--- src/rtl/dma_seq_pkg.sv ---
package dma_seq_pkg;

    localparam int unsigned ADDR_W     = 32;
    localparam int unsigned DATA_W     = 32;
    localparam int unsigned LEN_W      = 12;
    localparam int unsigned CTL_W      = LEN_W + 13;
    localparam int unsigned RADDR_W    = 3;
    localparam int unsigned DESC_WORDS = 4;
    localparam int unsigned IDX_W      = $clog2(DESC_WORDS);

    localparam logic [RADDR_W-1:0] RA_SRC = 3'd0;
    localparam logic [RADDR_W-1:0] RA_DST = 3'd1;
    localparam logic [RADDR_W-1:0] RA_LLP = 3'd2;
    localparam logic [RADDR_W-1:0] RA_CTL = 3'd3;
    localparam logic [RADDR_W-1:0] RA_CFG = 3'd4;
    localparam logic [RADDR_W-1:0] RA_EN  = 3'd5;
    localparam logic [RADDR_W-1:0] RA_CLR = 3'd6;

    // control word, MSB first
    typedef struct packed {
        logic [1:0]       kind;
        logic             wr_mst;
        logic             rd_mst;
        logic             int_en;
        logic [1:0]       dst_mode;
        logic [1:0]       src_mode;
        logic [1:0]       dst_w;
        logic [1:0]       src_w;
        logic [LEN_W-1:0] len;
    } ctl_t;

    typedef enum logic [2:0] {
        ST_IDLE  = 3'd0,
        ST_READ  = 3'd1,
        ST_WRITE = 3'd2,
        ST_BEND  = 3'd3,
        ST_FETCH = 3'd4,
        ST_STALL = 3'd5
    } state_e;

endpackage

--- src/rtl/dma_addr_step.sv ---
module dma_addr_step
    import dma_seq_pkg::*;
#(
    parameter int unsigned AW = ADDR_W
) (
    input  logic [AW-1:0] addr_i,
    input  logic [1:0]    width_i,
    input  logic [1:0]    mode_i,
    output logic [AW-1:0] addr_o
);
    localparam logic [AW-1:0] ONE_B  = AW'(1);
    localparam logic [AW-1:0] TWO_B  = AW'(2);
    localparam logic [AW-1:0] FOUR_B = AW'(4);

    logic [AW-1:0] bytes;

    always_comb begin
        case (width_i)
            2'd0:    bytes = ONE_B;
            2'd1:    bytes = TWO_B;
            default: bytes = FOUR_B;
        endcase
        case (mode_i)
            2'd0:    addr_o = addr_i + bytes;
            2'd1:    addr_o = addr_i - bytes;
            default: addr_o = addr_i;
        endcase
    end
endmodule

--- src/rtl/dma_seq_regs.sv ---
module dma_seq_regs
    import dma_seq_pkg::*;
#(
    parameter int unsigned AW = ADDR_W,
    parameter int unsigned DW = DATA_W
) (
    input  logic               clk,
    input  logic               rst_n,
    input  logic               reg_we,
    input  logic [RADDR_W-1:0] reg_addr,
    input  logic [DW-1:0]      reg_wdata,
    output logic [AW-1:0]      src_init,
    output logic [AW-1:0]      dst_init,
    output logic [AW-1:0]      llp_init,
    output ctl_t               ctl_init,
    output logic               rel_src,
    output logic               rel_dst,
    output logic               rel_ctl,
    output logic               blk_mask
);
    typedef struct packed {
        logic [AW-1:0] src;
        logic [AW-1:0] dst;
        logic [AW-1:0] llp;
        ctl_t          ctl;
        logic [3:0]    cfg;
    } regs_t;

    regs_t r_d, r_q;

    always_comb begin
        r_d = r_q;
        if (reg_we) begin
            case (reg_addr)
                RA_SRC:  r_d.src = reg_wdata[AW-1:0];
                RA_DST:  r_d.dst = reg_wdata[AW-1:0];
                RA_LLP:  r_d.llp = reg_wdata[AW-1:0];
                RA_CTL:  r_d.ctl = ctl_t'(reg_wdata[CTL_W-1:0]);
                RA_CFG:  r_d.cfg = reg_wdata[3:0];
                default: r_d = r_q;
            endcase
        end
    end

    always_ff @(posedge clk or negedge rst_n) begin
        if (!rst_n) r_q <= '0;
        else        r_q <= r_d;
    end

    assign src_init = r_q.src;
    assign dst_init = r_q.dst;
    assign llp_init = r_q.llp;
    assign ctl_init = r_q.ctl;
    assign rel_src  = r_q.cfg[0];
    assign rel_dst  = r_q.cfg[1];
    assign rel_ctl  = r_q.cfg[2];
    assign blk_mask = r_q.cfg[3];
endmodule

--- src/rtl/dma_seq.sv ---
module dma_seq
    import dma_seq_pkg::*;
#(
    parameter int unsigned AW = ADDR_W,
    parameter int unsigned DW = DATA_W
) (
    input  logic               clk,
    input  logic               rst_n,
    input  logic               reg_we,
    input  logic [RADDR_W-1:0] reg_addr,
    input  logic [DW-1:0]      reg_wdata,
    output logic               ch_en,
    output logic               stat_block,
    output logic               stat_xfer,
    output logic               irq,
    output logic               desc_req,
    output logic [AW-1:0]      desc_addr,
    input  logic               desc_valid,
    input  logic [DW-1:0]      desc_data,
    output logic               mem_rd_req,
    output logic [AW-1:0]      mem_rd_addr,
    output logic [1:0]         mem_rd_size,
    output logic               mem_rd_master,
    input  logic               mem_rd_valid,
    input  logic [DW-1:0]      mem_rd_data,
    output logic               mem_wr_en,
    output logic [AW-1:0]      mem_wr_addr,
    output logic [DW-1:0]      mem_wr_data,
    output logic [1:0]         mem_wr_size,
    output logic               mem_wr_master,
    output logic [1:0]         xfer_kind
);
    localparam int unsigned     N_SIDES  = 2;
    localparam logic [LEN_W-1:0] LEN_ONE = LEN_W'(1);
    localparam logic [IDX_W-1:0] IDX_ONE = IDX_W'(1);
    localparam logic [IDX_W-1:0] IDX_END = IDX_W'(DESC_WORDS - 1);

    typedef struct packed {
        state_e           st;
        logic             en;
        logic             st_blk;
        logic             st_xfer;
        logic             stall_pend;
        logic [AW-1:0]    src;
        logic [AW-1:0]    dst;
        logic [AW-1:0]    llp;
        ctl_t             ctl;
        logic [LEN_W-1:0] cnt;
        logic [DW-1:0]    data;
        logic [IDX_W-1:0] idx;
        logic [AW-1:0]    n_src;
        logic [AW-1:0]    n_dst;
        logic [AW-1:0]    n_llp;
    } core_t;

    core_t c_d, c_q;

    logic [AW-1:0] src_init, dst_init, llp_init;
    ctl_t          ctl_init;
    logic          rel_src, rel_dst, rel_ctl, blk_mask;
    logic          linked_any;

    dma_seq_regs #(.AW(AW), .DW(DW)) u_regs (
        .clk      (clk),
        .rst_n    (rst_n),
        .reg_we   (reg_we),
        .reg_addr (reg_addr),
        .reg_wdata(reg_wdata),
        .src_init (src_init),
        .dst_init (dst_init),
        .llp_init (llp_init),
        .ctl_init (ctl_init),
        .rel_src  (rel_src),
        .rel_dst  (rel_dst),
        .rel_ctl  (rel_ctl),
        .blk_mask (blk_mask)
    );

    // one address stepper per side: index 0 = source, 1 = destination
    logic [AW-1:0] side_cur [N_SIDES];
    logic [1:0]    side_w   [N_SIDES];
    logic [1:0]    side_m   [N_SIDES];
    logic [AW-1:0] side_nxt [N_SIDES];

    always_comb begin
        side_cur[0] = c_q.src;
        side_w[0]   = c_q.ctl.src_w;
        side_m[0]   = c_q.ctl.src_mode;
        side_cur[1] = c_q.dst;
        side_w[1]   = c_q.ctl.dst_w;
        side_m[1]   = c_q.ctl.dst_mode;
    end

    for (genvar g = 0; g < N_SIDES; g++) begin : g_step
        dma_addr_step #(.AW(AW)) u_step (
            .addr_i (side_cur[g]),
            .width_i(side_w[g]),
            .mode_i (side_m[g]),
            .addr_o (side_nxt[g])
        );
    end

    assign linked_any = !(rel_src && rel_dst && rel_ctl);

    logic wr_en_reg, wr_clr_reg;
    logic blk_raise, blk_last;
    ctl_t fetched_ctl;

    always_comb begin
        wr_en_reg   = reg_we && (reg_addr == RA_EN);
        wr_clr_reg  = reg_we && (reg_addr == RA_CLR);
        blk_raise   = c_q.ctl.int_en && blk_mask;
        blk_last    = linked_any && (c_q.llp == '0);
        fetched_ctl = rel_ctl ? ctl_init : ctl_t'(desc_data[CTL_W-1:0]);

        c_d        = c_q;
        desc_req   = 1'b0;
        mem_rd_req = 1'b0;
        mem_wr_en  = 1'b0;

        // software side: status clear and abort
        if (wr_clr_reg) begin
            if (reg_wdata[0]) c_d.st_blk  = 1'b0;
            if (reg_wdata[1]) c_d.st_xfer = 1'b0;
        end
        if (wr_en_reg && !reg_wdata[0]) c_d.en = 1'b0;

        case (c_q.st)
            ST_IDLE: begin
                if (wr_en_reg && reg_wdata[0]) begin
                    c_d.en  = 1'b1;
                    c_d.src = src_init;
                    c_d.dst = dst_init;
                    c_d.llp = llp_init;
                    c_d.ctl = ctl_init;
                    c_d.cnt = ctl_init.len;
                    c_d.st  = ST_READ;
                end
            end
            ST_READ: begin
                if (!c_q.en) begin
                    c_d.st = ST_IDLE;
                end else if (c_q.cnt == '0) begin
                    c_d.st = ST_BEND;
                end else begin
                    mem_rd_req = 1'b1;
                    if (mem_rd_valid) begin
                        c_d.data = mem_rd_data;
                        c_d.st   = ST_WRITE;
                    end
                end
            end
            ST_WRITE: begin
                mem_wr_en = 1'b1;
                c_d.src   = side_nxt[0];
                c_d.dst   = side_nxt[1];
                c_d.cnt   = c_q.cnt - LEN_ONE;
                c_d.st    = ST_READ;
            end
            ST_BEND: begin
                if (blk_raise) c_d.st_blk = 1'b1;
                if (blk_last) begin
                    c_d.st_xfer = 1'b1;
                    c_d.en      = 1'b0;
                    c_d.st      = ST_IDLE;
                end else if (linked_any) begin
                    c_d.stall_pend = blk_raise;
                    c_d.idx        = '0;
                    c_d.st         = ST_FETCH;
                end else begin
                    c_d.src = src_init;
                    c_d.dst = dst_init;
                    c_d.ctl = ctl_init;
                    c_d.cnt = ctl_init.len;
                    c_d.st  = blk_raise ? ST_STALL : ST_READ;
                end
            end
            ST_FETCH: begin
                desc_req = 1'b1;
                if (desc_valid) begin
                    c_d.idx = c_q.idx + IDX_ONE;
                    case (c_q.idx)
                        2'd0:    c_d.n_src = desc_data[AW-1:0];
                        2'd1:    c_d.n_dst = desc_data[AW-1:0];
                        2'd2:    c_d.n_llp = desc_data[AW-1:0];
                        default: c_d.n_llp = c_q.n_llp;
                    endcase
                    if (c_q.idx == IDX_END) begin
                        c_d.src = rel_src ? src_init : c_q.n_src;
                        c_d.dst = rel_dst ? dst_init : c_q.n_dst;
                        c_d.llp = c_q.n_llp;
                        c_d.ctl = fetched_ctl;
                        c_d.cnt = fetched_ctl.len;
                        c_d.st  = c_q.stall_pend ? ST_STALL : ST_READ;
                    end
                end
            end
            ST_STALL: begin
                if (!c_q.en)          c_d.st = ST_IDLE;
                else if (!c_q.st_blk) c_d.st = ST_READ;
            end
            default: c_d.st = ST_IDLE;
        endcase
    end

    always_ff @(posedge clk or negedge rst_n) begin
        if (!rst_n) c_q <= '0;
        else        c_q <= c_d;
    end

    assign ch_en         = c_q.en;
    assign stat_block    = c_q.st_blk;
    assign stat_xfer     = c_q.st_xfer;
    assign irq           = c_q.st_blk | c_q.st_xfer;
    assign desc_addr     = c_q.llp + AW'({c_q.idx, 2'b00});
    assign mem_rd_addr   = c_q.src;
    assign mem_rd_size   = c_q.ctl.src_w;
    assign mem_rd_master = c_q.ctl.rd_mst;
    assign mem_wr_addr   = c_q.dst;
    assign mem_wr_data   = c_q.data;
    assign mem_wr_size   = c_q.ctl.dst_w;
    assign mem_wr_master = c_q.ctl.wr_mst;
    assign xfer_kind     = c_q.ctl.kind;
endmodule

--- config.mk ---
export PLATFORM = sky130hd
export DESIGN_NAME = dma_seq
export DESIGN_NICKNAME = d
export VERILOG_FILES = /design/src/rtl/dma_seq_pkg.sv /design/src/rtl/dma_addr_step.sv /design/src/rtl/dma_seq_regs.sv /design/src/rtl/dma_seq.sv
export SDC_FILE = /design/constraint.sdc
export NUM_CORES = 1
export LEC_CHECK = 0
export BUFFER_PORTS_ARGS = -buffer_cell sky130_fd_sc_hd__buf_2
export CORE_ASPECT_RATIO = 1.2
export CORE_MARGIN = 4
export CORE_UTILIZATION = 45
export DETAILED_ROUTE_END_ITERATION = 10
export PLACE_DENSITY_LB_ADDON = 0.05
export SYNTH_ARGS = -nofsm -noshare
export SYNTH_HDL_FRONTEND = slang
export SYNTH_HIERARCHICAL = 1
export SYNTH_SLANG_ARGS = --single-unit
--- constraint.sdc ---
create_clock -name clk -period 8.3 [get_ports clk]
set_input_delay 1.66 -clock clk [delete_from_list [all_inputs] [get_ports clk]]
set_output_delay 1.66 -clock clk [all_outputs]
set_load 0.02 [all_outputs]
==> results.md <==
STA:
- The max-slew violation count is 0.
- The number of endpoints failing setup at the final stage is 0.
- Timing would allow up to 215.5 MHz.
- Setup repair after global routing left no endpoint under its margin.
- For the final database, setup skew stands at 0.02557 ns.
- The sum of negative setup slack is 0 ns.
- Setup slack closes at 3.661 ns.
- The clock period minus worst slack is 4.639 ns.
- The worst relative slew slack is 23.87%.
- The final count of hold timing violations is 0.
- On the final layout, the worst hold slack is 0.4821 ns.
- The final cycle utilization of the critical path is 55.90%.
- At the pin with the least slew margin, the transition time is 1.142 ns.

Synth:
- The gate count after technology mapping is 2254.
- After Yosys synthesis, and, or, nand and nor cells account for 10.99% of the synthesized area.
- Sorting the synthesized cells by area gives the leading types as sky130_fd_sc_hd__dfrtp_1 (42%), sky130_fd_sc_hd__mux2_2 (11%), sky130_fd_sc_hd__mux2i_1 (5.0%).
- The count of different cell masters after synthesis is 93.
- The dominant synthesized flop cell is sky130_fd_sc_hd__dfrtp_1.
- Sequential elements use 42.22% of the synthesized area.
- Summed over all instances, the cell type with the most area after synthesis is sky130_fd_sc_hd__dfrtp_1.
- Of the total synthesized cell area, the portion taken by full adders, half adders and majority gates is 4.068%.
- In the synthesized netlist, mux cells make up 18.11% of the area.
- The mapped netlist covers 22700 um^2.
- The synthesized area per cell is 10.07 um^2.
- The most repeated cell in the gate-level netlist after synthesis is sky130_fd_sc_hd__dfrtp_1.
- The number of flops mapped to enable cells by yosys is 0.
- The number of storage elements in the synthesis netlist is 383.
- The count of synthesis-stage warnings from yosys is 6.
- The main combinational cell family by area after synthesis is multiplexers.
- The synthesized design devotes to its leading area cell type 42.22% of total area.
- The net count of the mapped netlist is 2430.
- In the synthesized netlist, the cells that appear most often are sky130_fd_sc_hd__dfrtp_1 (383), sky130_fd_sc_hd__nand2_1 (235), sky130_fd_sc_hd__mux2_2 (217), sky130_fd_sc_hd__a21oi_1 (146), sky130_fd_sc_hd__o21ai_0 (138).
- Of the total synthesized cell area, the portion taken by XOR and XNOR cells is 2.817%.
- After synthesis, the share of flip-flops with an asynchronous set or reset is 100.0%.
- The area fraction in compound gates after synthesis is 13.94%.

CTS:
- Clock-pin slew was measured on the worst setup and hold paths at 0.06 ns.
- The maximum clock path buffer count is 3.
- The root cell of the clock tree is sky130_fd_sc_hd__clkbuf_16.
- After clock tree synthesis, the flow added hold-fix buffers numbering 0.
- The source-to-sink clock delay at the later pin of the worst-skew pair is 0.59 ns.
- The number of setup buffers added after CTS is 0.
- The number of clock buffers inserted by TritonCTS is 44.
- In this run the number of H-tree levels came out at 2.
- CTS saw 383 sinks.
- The CTS tree is done.
- The number of gates resized after cts is 0.

Worst setup path:
- Traced cell by cell, the critical path runs through and4_1 > nand4_1 > nor3_1 > nand3_1 > xnor2_1 > buf_2.
- The cell with the biggest individual delay on the critical path is sky130_fd_sc_hd__nor3_1.
- The sort of element at the start of the critical path is a flip-flop.
- The category of the most critical setup path is flip-flop to output pin.
- The required time reported for the critical path endpoint is 6.64 ns.
- For the worst setup path, the data arrival time is 2.98 ns.
- In this design, the largest share of critical-path delay is due to simple AND/OR/NAND/NOR gates.
- In this run the worst path has a maximum fanout of 6.
- The number of buffer and inverter stages on the critical path is 1.
- In this design, the stage delay of the slowest critical-path cell is 0.67 ns.
- The critical path capture point type is an output pin.

Power:
- The power spent charging and discharging nets is 4.347 mW.
- Across the VDD grid, the largest voltage drop is 0.2012 mV.
- The internal portion of the total power is 5.623 mW.
- In this run the power density over the cells is 397.1 nW/um^2.
- The part of the total power dissipated in the clock network is 20.5%.
- Per report_power, the combinational group accounts for 46.8% of the total.
- Of the total power, the share spent switching nets is 43.60%.
- Summed over all cells, the static leakage comes to 11.69 nW.
- Total power for the finished layout comes to 9.971 mW.
- Sequential cells burn 32.7% of the power.

Routing:
- The routed layout has 17400 vias.
- The first TritonRoute pass finished after 5 iterations.
- After detailed routing, the average wire length per cell comes to 23.35 um.
- The iteration-0 DRC count of the detailed router is 1143.
- Wires add up to 70.28 mm.
- In the routed design, unresolved DRC markers number 0.
- After detailed routing, the number of vias per cell comes to 5.781.
- The count of nets left with antenna violations once routing finished came out at 0.

Outcome:
- The run finished with clean final reports.

Global routing:
- The number of global-route vias before repair is 17400.
- The initial antenna violation count is 11.
- The maximum number of pins on one net before global-route repair is 160.
- The global-route usage over all layers is 25.69%.
- Global routing finished with a remaining overflow of 0.
- The first global-routing pass estimated 107.5 mm of wire.

Placement:
- The final weighted congestion in routability-driven placement is 0.8923.
- The wire-length estimate of the detail-placed layout is 48.79 mm.
- The worst setup slack before clock tree synthesis is 3.675 ns.
- During placement, the flow inserted port buffers numbering 246.

Die:
- The initial utilization of the core area, before any placement, comes to 45.81%.
- The die outline width is 213.0 um.
- The die height is 254.0 um.
- The floorplan step defined a core boundary enclosing 49550 um^2.
- The die outline area is 54120 um^2.
- Row generation in the floorplan step produced 89 rows.
- 247 I/O pins were placed.

Cells and area:
- The number of antenna diodes in the final layout is 0.
- The area growth from synthesis to layout is 10.59%.
- The area occupied by registers is 9589 um^2.
- Counting the fill cells in the layout gives 4599.
- The total number of nets in the final design is 2514.
- Of the cells placed in the final design, the portion with a size suffix greater than 1 is 26.55%.
- For this run, the share of the core covered by cells in the final layout is 50.66%.
- In the final layout, the multi-input gates occupy 11420 um^2.

Worst hold path:
- The worst hold path belongs to the class flip-flop to flip-flop.

Flow run:
- Across the run, the number of max-cap violations was 0.
path summary, 6_finish.rpt:
kind	from	end	slack (ns)	cells after the start
min in group asynchronous	rst_n	mem_wr_data[13]$_DFFE_PN0P_	1.05	1
max reg2reg	c_q[161]$_DFFE_PN0P_	mem_wr_addr[28]$_DFFE_PN0P_	3.80	13
min	xfer_kind[0]$_DFFE_PN0P_	xfer_kind[0]$_DFFE_PN0P_	0.48	2
max in group asynchronous	rst_n	c_q[159]$_DFFE_PN0P_	5.75	2
min reg2reg	xfer_kind[0]$_DFFE_PN0P_	xfer_kind[0]$_DFFE_PN0P_	0.48	2
max	c_q[179]$_DFFE_PN0P_	desc_addr[26]	3.66	6
kinds of logic after synthesis:
kind of cell             count (synthesis)
adder cells (fa/ha/maj)                 72
flip-flops                             383
XOR/XNOR                                73
AO/OA/AOI/OAI                          491
buffers and inverters                  326
multiplexers                           371
AND/OR/NAND/NOR                        538
power groups by stage:
| stage | registers [mW] | clock network, mW | logic (mW) |
|---|---|---|---|
| after floorplan | 2.99 | 0 | 3.74 |
| after detailed placement | 3.29 | 0 | 4.67 |
| after CTS | 3.26 | 2.09 | 4.70 |
| after global placement | 3.27 | 0 | 4.62 |
| after global routing | 3.37 | 2.16 | 5.15 |
| final | 3.26 | 2.04 | 4.67 |
layout make-up:
cell class                 instances  area share [%]
clock buffer                      63           5.233
sequential                       383           38.20
clock inverter                    18          0.8024
tap                              637           3.175
multi-input combinational       1545           45.50
inverter                          99           1.480
timing repair buffer             265           5.612
per-stage QoR:
stage	cells	area, um^2
after floorplan	2254	22700
after global placement	2929	23590
after detailed placement	2929	23590
after CTS	3010	25110
after global routing	3010	25110
final	3010	25110
cell usage in the layout (no fill, tap or decap), types with 17 or more instances in the layout:
master,instances
sky130_fd_sc_hd__mux2_4,20
sky130_fd_sc_hd__dfrtp_1,379
sky130_fd_sc_hd__a21oi_1,146
sky130_fd_sc_hd__buf_4,17
sky130_fd_sc_hd__clkbuf_16,45
sky130_fd_sc_hd__xor2_1,30
sky130_fd_sc_hd__o221ai_1,64
sky130_fd_sc_hd__a21o_1,20
sky130_fd_sc_hd__mux2i_1,113
sky130_fd_sc_hd__nand4_1,18
sky130_fd_sc_hd__xnor2_1,43
sky130_fd_sc_hd__mux2_2,217
sky130_fd_sc_hd__nor3_1,19
sky130_fd_sc_hd__buf_2,245
sky130_fd_sc_hd__nand3_1,31
sky130_fd_sc_hd__inv_1,97
sky130_fd_sc_hd__nor2_1,136
sky130_fd_sc_hd__o21ai_0,138
sky130_fd_sc_hd__ha_1,69
sky130_fd_sc_hd__nand2_1,234
sky130_fd_sc_hd__and3_1,20
sky130_fd_sc_hd__mux2_1,21
flip-flops by register name, summed over array words and instances (netlist names):
name and flops:
c_q 151, ch_en 1, mem_rd_addr 32, mem_rd_master 1, mem_rd_size 2, mem_wr_addr 32
mem_wr_data 32, mem_wr_master 1, mem_wr_size 2, stat_block 1, stat_xfer 1, u_regs/blk_mask 1
u_regs/ctl_init 25, u_regs/dst_init 32, u_regs/llp_init 32, u_regs/rel_ctl 1, u_regs/rel_dst 1, u_regs/rel_src 1
u_regs/src_init 32, xfer_kind 2
routing by layer:
metal	track usage [%]	vias to the layer above	wire length [um]
met5	0	-	13
met4	5.339	2	1271
met3	4.025	73	3802
met2	42.43	466	33310
met1	36.06	8743	31880
li1	-	8116	-
tightest hold or removal path, delay by kind of cell (launching register included):
kind	cells	cell delay (ns)
simple gates	1	0.05
compound gates	1	0.06
flops	1	0.34
Note: power is estimated with default switching activity, not from simulation.
